`src/rtl/i2c_am_pkg.sv`:
```
package i2c_am_pkg;

  localparam int BYTE_W = 8;
  localparam int HDR_W  = 5;
  localparam logic [HDR_W-1:0] HDR10 = 5'b11110;

  typedef enum logic [2:0] {
    ST_IDLE,
    ST_SHIFT,
    ST_ACK,
    ST_HOLD,
    ST_SKIP
  } am_state_t;

  typedef enum logic [1:0] {
    PH_HI,
    PH_LO,
    PH_DONE
  } am_phase_t;

  // upper seven bits agree; the direction bit is not compared
  function automatic logic top7_eq(input logic [BYTE_W-1:0] a,
                                   input logic [BYTE_W-1:0] b);
    return a[BYTE_W-1:1] == b[BYTE_W-1:1];
  endfunction

  // byte carries the 10-bit header prefix
  function automatic logic is_hdr(input logic [BYTE_W-1:0] b);
    return b[BYTE_W-1 -: HDR_W] == HDR10;
  endfunction

endpackage

```
`src/rtl/i2c_am_events.sv`:
```
module i2c_am_events (
  input  logic clk,
  input  logic rst_n,
  input  logic scl_in,
  input  logic sda_in,
  output logic scl_rise,
  output logic scl_fall,
  output logic bus_start,
  output logic bus_stop
);

  logic scl_q, sda_q;

  always_ff @(posedge clk or negedge rst_n) begin
    if (!rst_n) begin
      scl_q <= 1'b1;
      sda_q <= 1'b1;
    end else begin
      scl_q <= scl_in;
      sda_q <= sda_in;
    end
  end

  assign scl_rise  = scl_in & ~scl_q;
  assign scl_fall  = ~scl_in & scl_q;
  assign bus_start = scl_in & scl_q & sda_q & ~sda_in;
  assign bus_stop  = scl_in & scl_q & ~sda_q & sda_in;

endmodule

```
`src/rtl/i2c_am_shifter.sv`:
```
module i2c_am_shifter #(
  parameter int W = 8
) (
  input  logic         clk,
  input  logic         rst_n,
  input  logic         clr,
  input  logic         en,
  input  logic         rise,
  input  logic         bit_in,
  output logic [W-1:0] data,
  output logic         full
);

  localparam int CW = $clog2(W + 1);
  localparam logic [CW-1:0] LAST = CW'(W);

  logic [CW-1:0] cnt;

  always_ff @(posedge clk or negedge rst_n) begin
    if (!rst_n) begin
      cnt  <= '0;
      data <= '0;
    end else if (clr) begin
      cnt  <= '0;
      data <= '0;
    end else if (en && rise && cnt != LAST) begin
      data <= {data[W-2:0], bit_in};
      cnt  <= cnt + 1'b1;
    end
  end

  assign full = (cnt == LAST);

endmodule

```
`src/rtl/i2c_am_decide.sv`:
```
module i2c_am_decide
  import i2c_am_pkg::*;
(
  input  logic              ten_bit,
  input  am_phase_t         phase,
  input  logic [BYTE_W-1:0] rx,
  input  logic [BYTE_W-1:0] own,
  output logic              hit,
  output logic              want_upd,
  output am_phase_t         ph_next
);

  logic hdr_ok, hdr_wr, hdr_rd;

  assign hdr_ok = is_hdr(rx) && top7_eq(rx, own);
  assign hdr_wr = hdr_ok && !rx[0];
  assign hdr_rd = hdr_ok && rx[0];

  always_comb begin
    hit      = 1'b0;
    want_upd = 1'b0;
    ph_next  = phase;
    if (!ten_bit) begin
      hit     = top7_eq(rx, own);
      ph_next = PH_HI;
    end else begin
      unique case (phase)
        PH_LO: begin
          hit      = (rx == own);
          want_upd = 1'b1;
          ph_next  = PH_DONE;
        end
        PH_DONE: begin
          if (hdr_rd) begin
            hit = 1'b1;
          end else if (hdr_wr) begin
            hit      = 1'b1;
            want_upd = 1'b1;
            ph_next  = PH_LO;
          end
        end
        default: begin
          hit      = hdr_wr;
          want_upd = 1'b1;
          ph_next  = PH_LO;
        end
      endcase
    end
  end

endmodule

```
`src/rtl/i2c_addr_match.sv`:
```
module i2c_addr_match
  import i2c_am_pkg::*;
(
  input  logic              clk,
  input  logic              rst_n,
  input  logic              enable,
  input  logic              ten_bit,
  input  logic              scl_in,
  input  logic              sda_in,
  input  logic              addr_wr,
  input  logic [BYTE_W-1:0] addr_wdata,
  input  logic              buf_rd,
  input  logic              irq_clr,
  input  logic              ovf_clr,
  output logic              sda_pull,
  output logic              scl_hold,
  output logic [BYTE_W-1:0] rx_buf,
  output logic              buf_full,
  output logic              ovf,
  output logic              irq,
  output logic              upd_addr
);

  am_state_t         st;
  am_phase_t         ph, ph_nxt_q, ph_calc;
  logic [BYTE_W-1:0] own_addr, shreg;
  logic              upd_q, upd_calc, hit;
  logic              scl_rise, scl_fall, ev_start, ev_stop;
  logic              sh_full, sh_clr;
  logic              ev_byte, ev_take, ev_refuse;

  i2c_am_events u_ev (
    .clk(clk), .rst_n(rst_n), .scl_in(scl_in), .sda_in(sda_in),
    .scl_rise(scl_rise), .scl_fall(scl_fall),
    .bus_start(ev_start), .bus_stop(ev_stop)
  );

  assign sh_clr = !enable || ev_start || (st == ST_HOLD && addr_wr);

  i2c_am_shifter #(.W(BYTE_W)) u_sh (
    .clk(clk), .rst_n(rst_n), .clr(sh_clr), .en(st == ST_SHIFT),
    .rise(scl_rise), .bit_in(sda_in), .data(shreg), .full(sh_full)
  );

  i2c_am_decide u_dec (
    .ten_bit(ten_bit), .phase(ph), .rx(shreg), .own(own_addr),
    .hit(hit), .want_upd(upd_calc), .ph_next(ph_calc)
  );

  // named events for the checker
  assign ev_byte   = enable && !ev_start && !ev_stop &&
                     st == ST_SHIFT && scl_fall && sh_full;
  assign ev_take   = ev_byte && hit && !buf_full && !ovf;
  assign ev_refuse = ev_byte && hit && (buf_full || ovf);

  always_ff @(posedge clk or negedge rst_n) begin
    if (!rst_n) begin
      st       <= ST_IDLE;
      ph       <= PH_HI;
      ph_nxt_q <= PH_HI;
      upd_q    <= 1'b0;
      own_addr <= '0;
      rx_buf   <= '0;
      sda_pull <= 1'b0;
      scl_hold <= 1'b0;
      buf_full <= 1'b0;
      ovf      <= 1'b0;
      irq      <= 1'b0;
      upd_addr <= 1'b0;
    end else begin
      if (addr_wr) own_addr <= addr_wdata;
      if (buf_rd)  buf_full <= 1'b0;
      if (irq_clr) irq      <= 1'b0;
      if (ovf_clr) ovf      <= 1'b0;

      if (!enable) begin
        st       <= ST_IDLE;
        ph       <= PH_HI;
        sda_pull <= 1'b0;
        scl_hold <= 1'b0;
        upd_addr <= 1'b0;
        buf_full <= 1'b0;
        ovf      <= 1'b0;
        irq      <= 1'b0;
      end else if (ev_stop) begin
        st       <= ST_IDLE;
        ph       <= PH_HI;
        sda_pull <= 1'b0;
        scl_hold <= 1'b0;
        upd_addr <= 1'b0;
      end else if (ev_start) begin
        st       <= ST_SHIFT;
        sda_pull <= 1'b0;
        scl_hold <= 1'b0;
        upd_addr <= 1'b0;
        if (ph != PH_DONE) ph <= PH_HI;
      end else begin
        unique case (st)
          ST_SHIFT: begin
            if (ev_take) begin
              rx_buf   <= shreg;
              buf_full <= 1'b1;
              sda_pull <= 1'b1;
              upd_q    <= upd_calc;
              ph_nxt_q <= ph_calc;
              st       <= ST_ACK;
            end else if (ev_refuse) begin
              ovf <= 1'b1;
              st  <= ST_SKIP;
            end else if (ev_byte) begin
              st <= ST_SKIP;
            end
          end
          ST_ACK: begin
            if (scl_fall) begin
              sda_pull <= 1'b0;
              irq      <= 1'b1;
              ph       <= ph_nxt_q;
              if (upd_q) begin
                upd_addr <= 1'b1;
                scl_hold <= 1'b1;
                st       <= ST_HOLD;
              end else begin
                st <= ST_SKIP;
              end
            end
          end
          ST_HOLD: begin
            if (addr_wr) begin
              upd_addr <= 1'b0;
              scl_hold <= 1'b0;
              st       <= (ph == PH_LO) ? ST_SHIFT : ST_SKIP;
            end
          end
          default: ;
        endcase
      end
    end
  end

endmodule

```
`config.mk`:
```
export PLATFORM = sky130hd
export DESIGN_NAME = i2c_addr_match
export DESIGN_NICKNAME = d
export VERILOG_FILES = /design/src/rtl/i2c_am_pkg.sv /design/src/rtl/i2c_am_events.sv /design/src/rtl/i2c_am_shifter.sv /design/src/rtl/i2c_am_decide.sv /design/src/rtl/i2c_addr_match.sv
export SDC_FILE = /design/constraint.sdc
export NUM_CORES = 1
export LEC_CHECK = 0
export BUFFER_PORTS_ARGS = -buffer_cell sky130_fd_sc_hd__buf_4
export CAP_MARGIN = 15
export CORE_ASPECT_RATIO = 0.7
export CORE_MARGIN = 4
export CORE_UTILIZATION = 40
export CTS_BUF_LIST = sky130_fd_sc_hd__clkbuf_8
export DETAILED_ROUTE_END_ITERATION = 6
export PLACE_DENSITY_LB_ADDON = 0.12
export SLEW_MARGIN = 20
export SYNTH_ARGS = -nofsm -noshare
export SYNTH_HDL_FRONTEND = slang
export SYNTH_SLANG_ARGS = --single-unit
```
`constraint.sdc`:
```
create_clock -name clk -period 3.3 [get_ports clk]
set_clock_uncertainty 0.1 [all_clocks]
set_input_delay 0.165 -clock clk [delete_from_list [all_inputs] [get_ports clk]]
set_output_delay 0.165 -clock clk [all_outputs]
set_load 0.005 [all_outputs]
```
==> results.py <==
metrics = {
    "clock_tree": {
        "clock_root_buffer": "sky130_fd_sc_hd__clkbuf_8",
        "htree_depth": 2,
        "clock_sinks": 43,
        "cts_setup_buffers": 0,
        "cts_buffer_depth": 2,
        "number_of_gates_resized_after_cts": 0,
        "clk_pin_slew_worst_paths_ps": 80,
        "cts_hold_repair.buffers": 5,
        "tritoncts": "yes",
        "cts_buffers": 5,
        "worstSkewPairLatency_ps": 290,
    },
    "global_routing": {
        "first_global_vias": 1548,
        "globalRoute.totalOverflow": 0,
        "antenna_found_initial": 0,
        "grt_first_pass_wirelength_um": 7850,
        "grt_start_max_net_pins": 44,
        "grtUsageTotal_pct": 14.3,
    },
    "route": {
        "detailedRoute.firstIterationViolations": 82,
        "routed_via_density": 5.00,
        "number_of_remaining_drc_errors": 0,
        "vias": 1506,
        "wire_per_inst_um": 15.0,
        "routed_wirelength_um": 4530,
        "drt-pass1-iter-count": 4,
        "route.antenna.remaining_nets": 0,
    },
    "pwr": {
        "power.ir.vdd_worst_uv": 146,
        "power.density_cell_area_nw_per_um2": 409,
        "combPwrFrac_pct": 10.1,
        "power.share.sequential_pct": 51.3,
        "internal-power_uw": 842,
        "leakage_nw": 1.20,
        "clock_power_share_pct": 38.6,
        "swShare_pct": 22.4,
        "power.net_switching_uw": 243,
    },
    "placement": {
        "place.port_buffers": 31,
        "routabilityCongestion": 0.801,
        "place.detailed.instances": 287,
        "hpwlAfterDp_um": 3290,
    },
    "floorplan": {
        "die_y_um": 70.5,
        "core.rowCount": 22,
        "effective_utilization_at_floorplan_pct": 42.0,
        "floorplan.io_pins": 32,
        "placeable_core_region_um2": 5310,
        "design.die.area_um2": 6860,
        "chipWidth_um": 97.3,
    },
    "timing": {
        "final.setup.tns_ps": 0,
        "timing.final.crit_period_ps": 2550,
        "final_min_period_over_clock_period_pct": 77.4,
        "timing.slew.headroom_pct": 63.3,
        "fmaxAchievable_mhz": 392,
        "worst_hold_margin_ps": 7.32,
        "worst_slew_pin_slew_ps": 551,
        "drv_slew": 0,
        "hold_viol_final": 0,
        "rsz_0062_raised_after_global_routing": "no",
        "number_of_endpoints_failing_setup_at_the_final_stage": 0,
    },
    "critical_path": {
        "critPathCaptureType": "register",
        "worst_setup_path_class": "register to register",
        "arrival_ps": 2630,
        "worstReg2RegStart": "ph[0]",
        "regToRegEndpoint": "rx_buf[6]",
        "cp_launch_type": "register",
        "largest_fanout_of_any_net_on_the_critical_path": 13,
        "reg2reg_setup_slack_ps": 750,
        "worst_r2r_path_depth": 7,
        "cp_required_ps": 3370,
    },
    "synth": {
        "synth.distinct_cells": 48,
        "syn_area_um2": 2230,
        "post-synth-top-area-cell": "sky130_fd_sc_hd__dfrtp_1",
        "ys_async_sr_fraction_pct": 100,
        "synth_top_area_share_pct": 45.9,
        "synthTopCellsByCount": "sky130_fd_sc_hd__dfrtp_1 (41), sky130_fd_sc_hd__nand2_1 (17), sky130_fd_sc_hd__nor2_1 (17), sky130_fd_sc_hd__mux2_2 (13), sky130_fd_sc_hd__mux2i_1 (12)",
        "seq_area_frac_synth_pct": 48.3,
        "yosysMostFrequentCell": "sky130_fd_sc_hd__dfrtp_1",
        "syn-mean-instance-area_um2": 11.8,
        "number_of_instances_in_the_synthesized_netlist": 190,
        "syn_nets": 212,
        "synth_ff_type": "sky130_fd_sc_hd__dfrtp_1",
        "synth_warnings": 0,
        "post_synth_edffs": 0,
        "synthesis_stage_register_bit_count": 43,
        "synth_area_leaders": "sky130_fd_sc_hd__dfrtp_1 (46%), sky130_fd_sc_hd__mux2_2 (6.6%), sky130_fd_sc_hd__mux2i_1 (5.4%)",
    },
    "layout": {
        "final_layout_size_suffix_gt1_share_pct": 34.1,
        "postLayoutCoreUtil_pct": 49.9,
        "layoutNonFillerInstCount": 301,
        "diodes": 0,
        "flow.area_growth_from_synthesis_pct": 18.7,
        "fin_nets": 250,
    },
    "hold_path": {
        "holdPathEnd": "own_addr[2]",
        "whs_path_depth": 2,
        "hold_removal_path_class": "input port to register",
        "timing.hold.worst.start": "addr_wdata[2]",
    },
    "run": {
        "cap_violations": 0,
    },
    "status": {
        "run_status": "finished, final reports clean",
    },
}
## power by group through the flow
stage                     Combinational [mW]  Sequential (mW)  Clock [mW]
after global placement                 0.102            0.567           0
after floorplan                       0.0728            0.563           0
after global routing                   0.124            0.559       0.458
after detailed placement               0.105            0.567           0
final                                  0.110            0.557       0.419
after CTS                              0.110            0.557       0.432
## cells in the final DEF (no fill, tap or decap), types with 7 or more instances in the layout
| master | instances |
|---|---|
| sky130_fd_sc_hd__buf_4 | 33 |
| sky130_fd_sc_hd__nor2_1 | 17 |
| sky130_fd_sc_hd__inv_1 | 7 |
| sky130_fd_sc_hd__xor2_1 | 7 |
| sky130_fd_sc_hd__dfrtp_1 | 41 |
| sky130_fd_sc_hd__mux2_2 | 13 |
| sky130_fd_sc_hd__mux2i_1 | 12 |
| sky130_fd_sc_hd__nand2_1 | 17 |
## metal layers
layer	up-vias	GRT usage [%]	wire length [um]
li1	740	-	-
met1	733	20.9	2330
met2	31	21.4	1980
met3	2	3.39	191
met4	0	3.99	19
met5	-	0	0
## layout make-up
| type | instances | area [um2] |
|---|---|---|
| Clock inverter | 2 | 35.0 |
| Inverter | 7 | 26.3 |
| Clock buffer | 6 | 82.6 |
| Sequential cell | 43 | 1080 |
| Fill cell | 496 | 2660 |
| Tap cell | 72 | 90.1 |
| Timing Repair Buffer | 39 | 308 |
| Multi-Input combinational cell | 132 | 1030 |
## worst max path at each step
stage / from / endpoint / slack [ps] / cells after the start
after floorplan: ph[0] / ph_nxt_q[0] / 950 / 7
after global placement: ph[0] / rx_buf[6] / 880 / 7
after detailed placement: ph[0] / rx_buf[6] / 770 / 7
after CTS: ph[0] / rx_buf[6] / 750 / 7
after global routing: ph[0] / rx_buf[6] / 620 / 8
final: ph[0] / rx_buf[6] / 750 / 7
## worst max-delay path: stages, from the launching register on
cell and delay [ps]:
sky130_fd_sc_hd__dfrtp_1 380, sky130_fd_sc_hd__inv_1 70, sky130_fd_sc_hd__ha_1 340, sky130_fd_sc_hd__a2111oi_1 490, sky130_fd_sc_hd__o311ai_2 180, sky130_fd_sc_hd__nor4_4 210, sky130_fd_sc_hd__buf_4 290, sky130_fd_sc_hd__mux2_2 360
## registers in the layout, indices dropped and copies added (netlist names)
name / count
rx_buf: 8
own_addr: 8
sda_pull: 1
u_ev.sda_q: 1
upd_addr: 1
u_ev.scl_q: 1
buf_full: 1
ph_nxt_q: 2
ph: 2
st: 3
u_sh.cnt: 4
upd_q: 1
ovf: 1
irq: 1
u_sh.data: 8
## metrics by stage
stage	setup WS [ps]	instance area (um2)	power, mW
6_report	747	2650	1.09
5_1_grt	622	2650	1.14
4_1_cts	748	2640	1.10
3_5_place_dp	771	2470	0.672
3_3_place_gp	884	2470	0.668
2_1_floorplan	951	2230	0.636
## kinds of logic after synthesis
logic type | share of synthesized area [%]
AOI/OAI and AO/OA | 7.73
and+or+nand+nor | 15.9
DFF | 48.3
xor gates and xnor gates | 4.71
muxes | 15.3
adders and majority gates | 2.24
buffers and inverters | 5.83
Power figures use the tool's default switching activity.
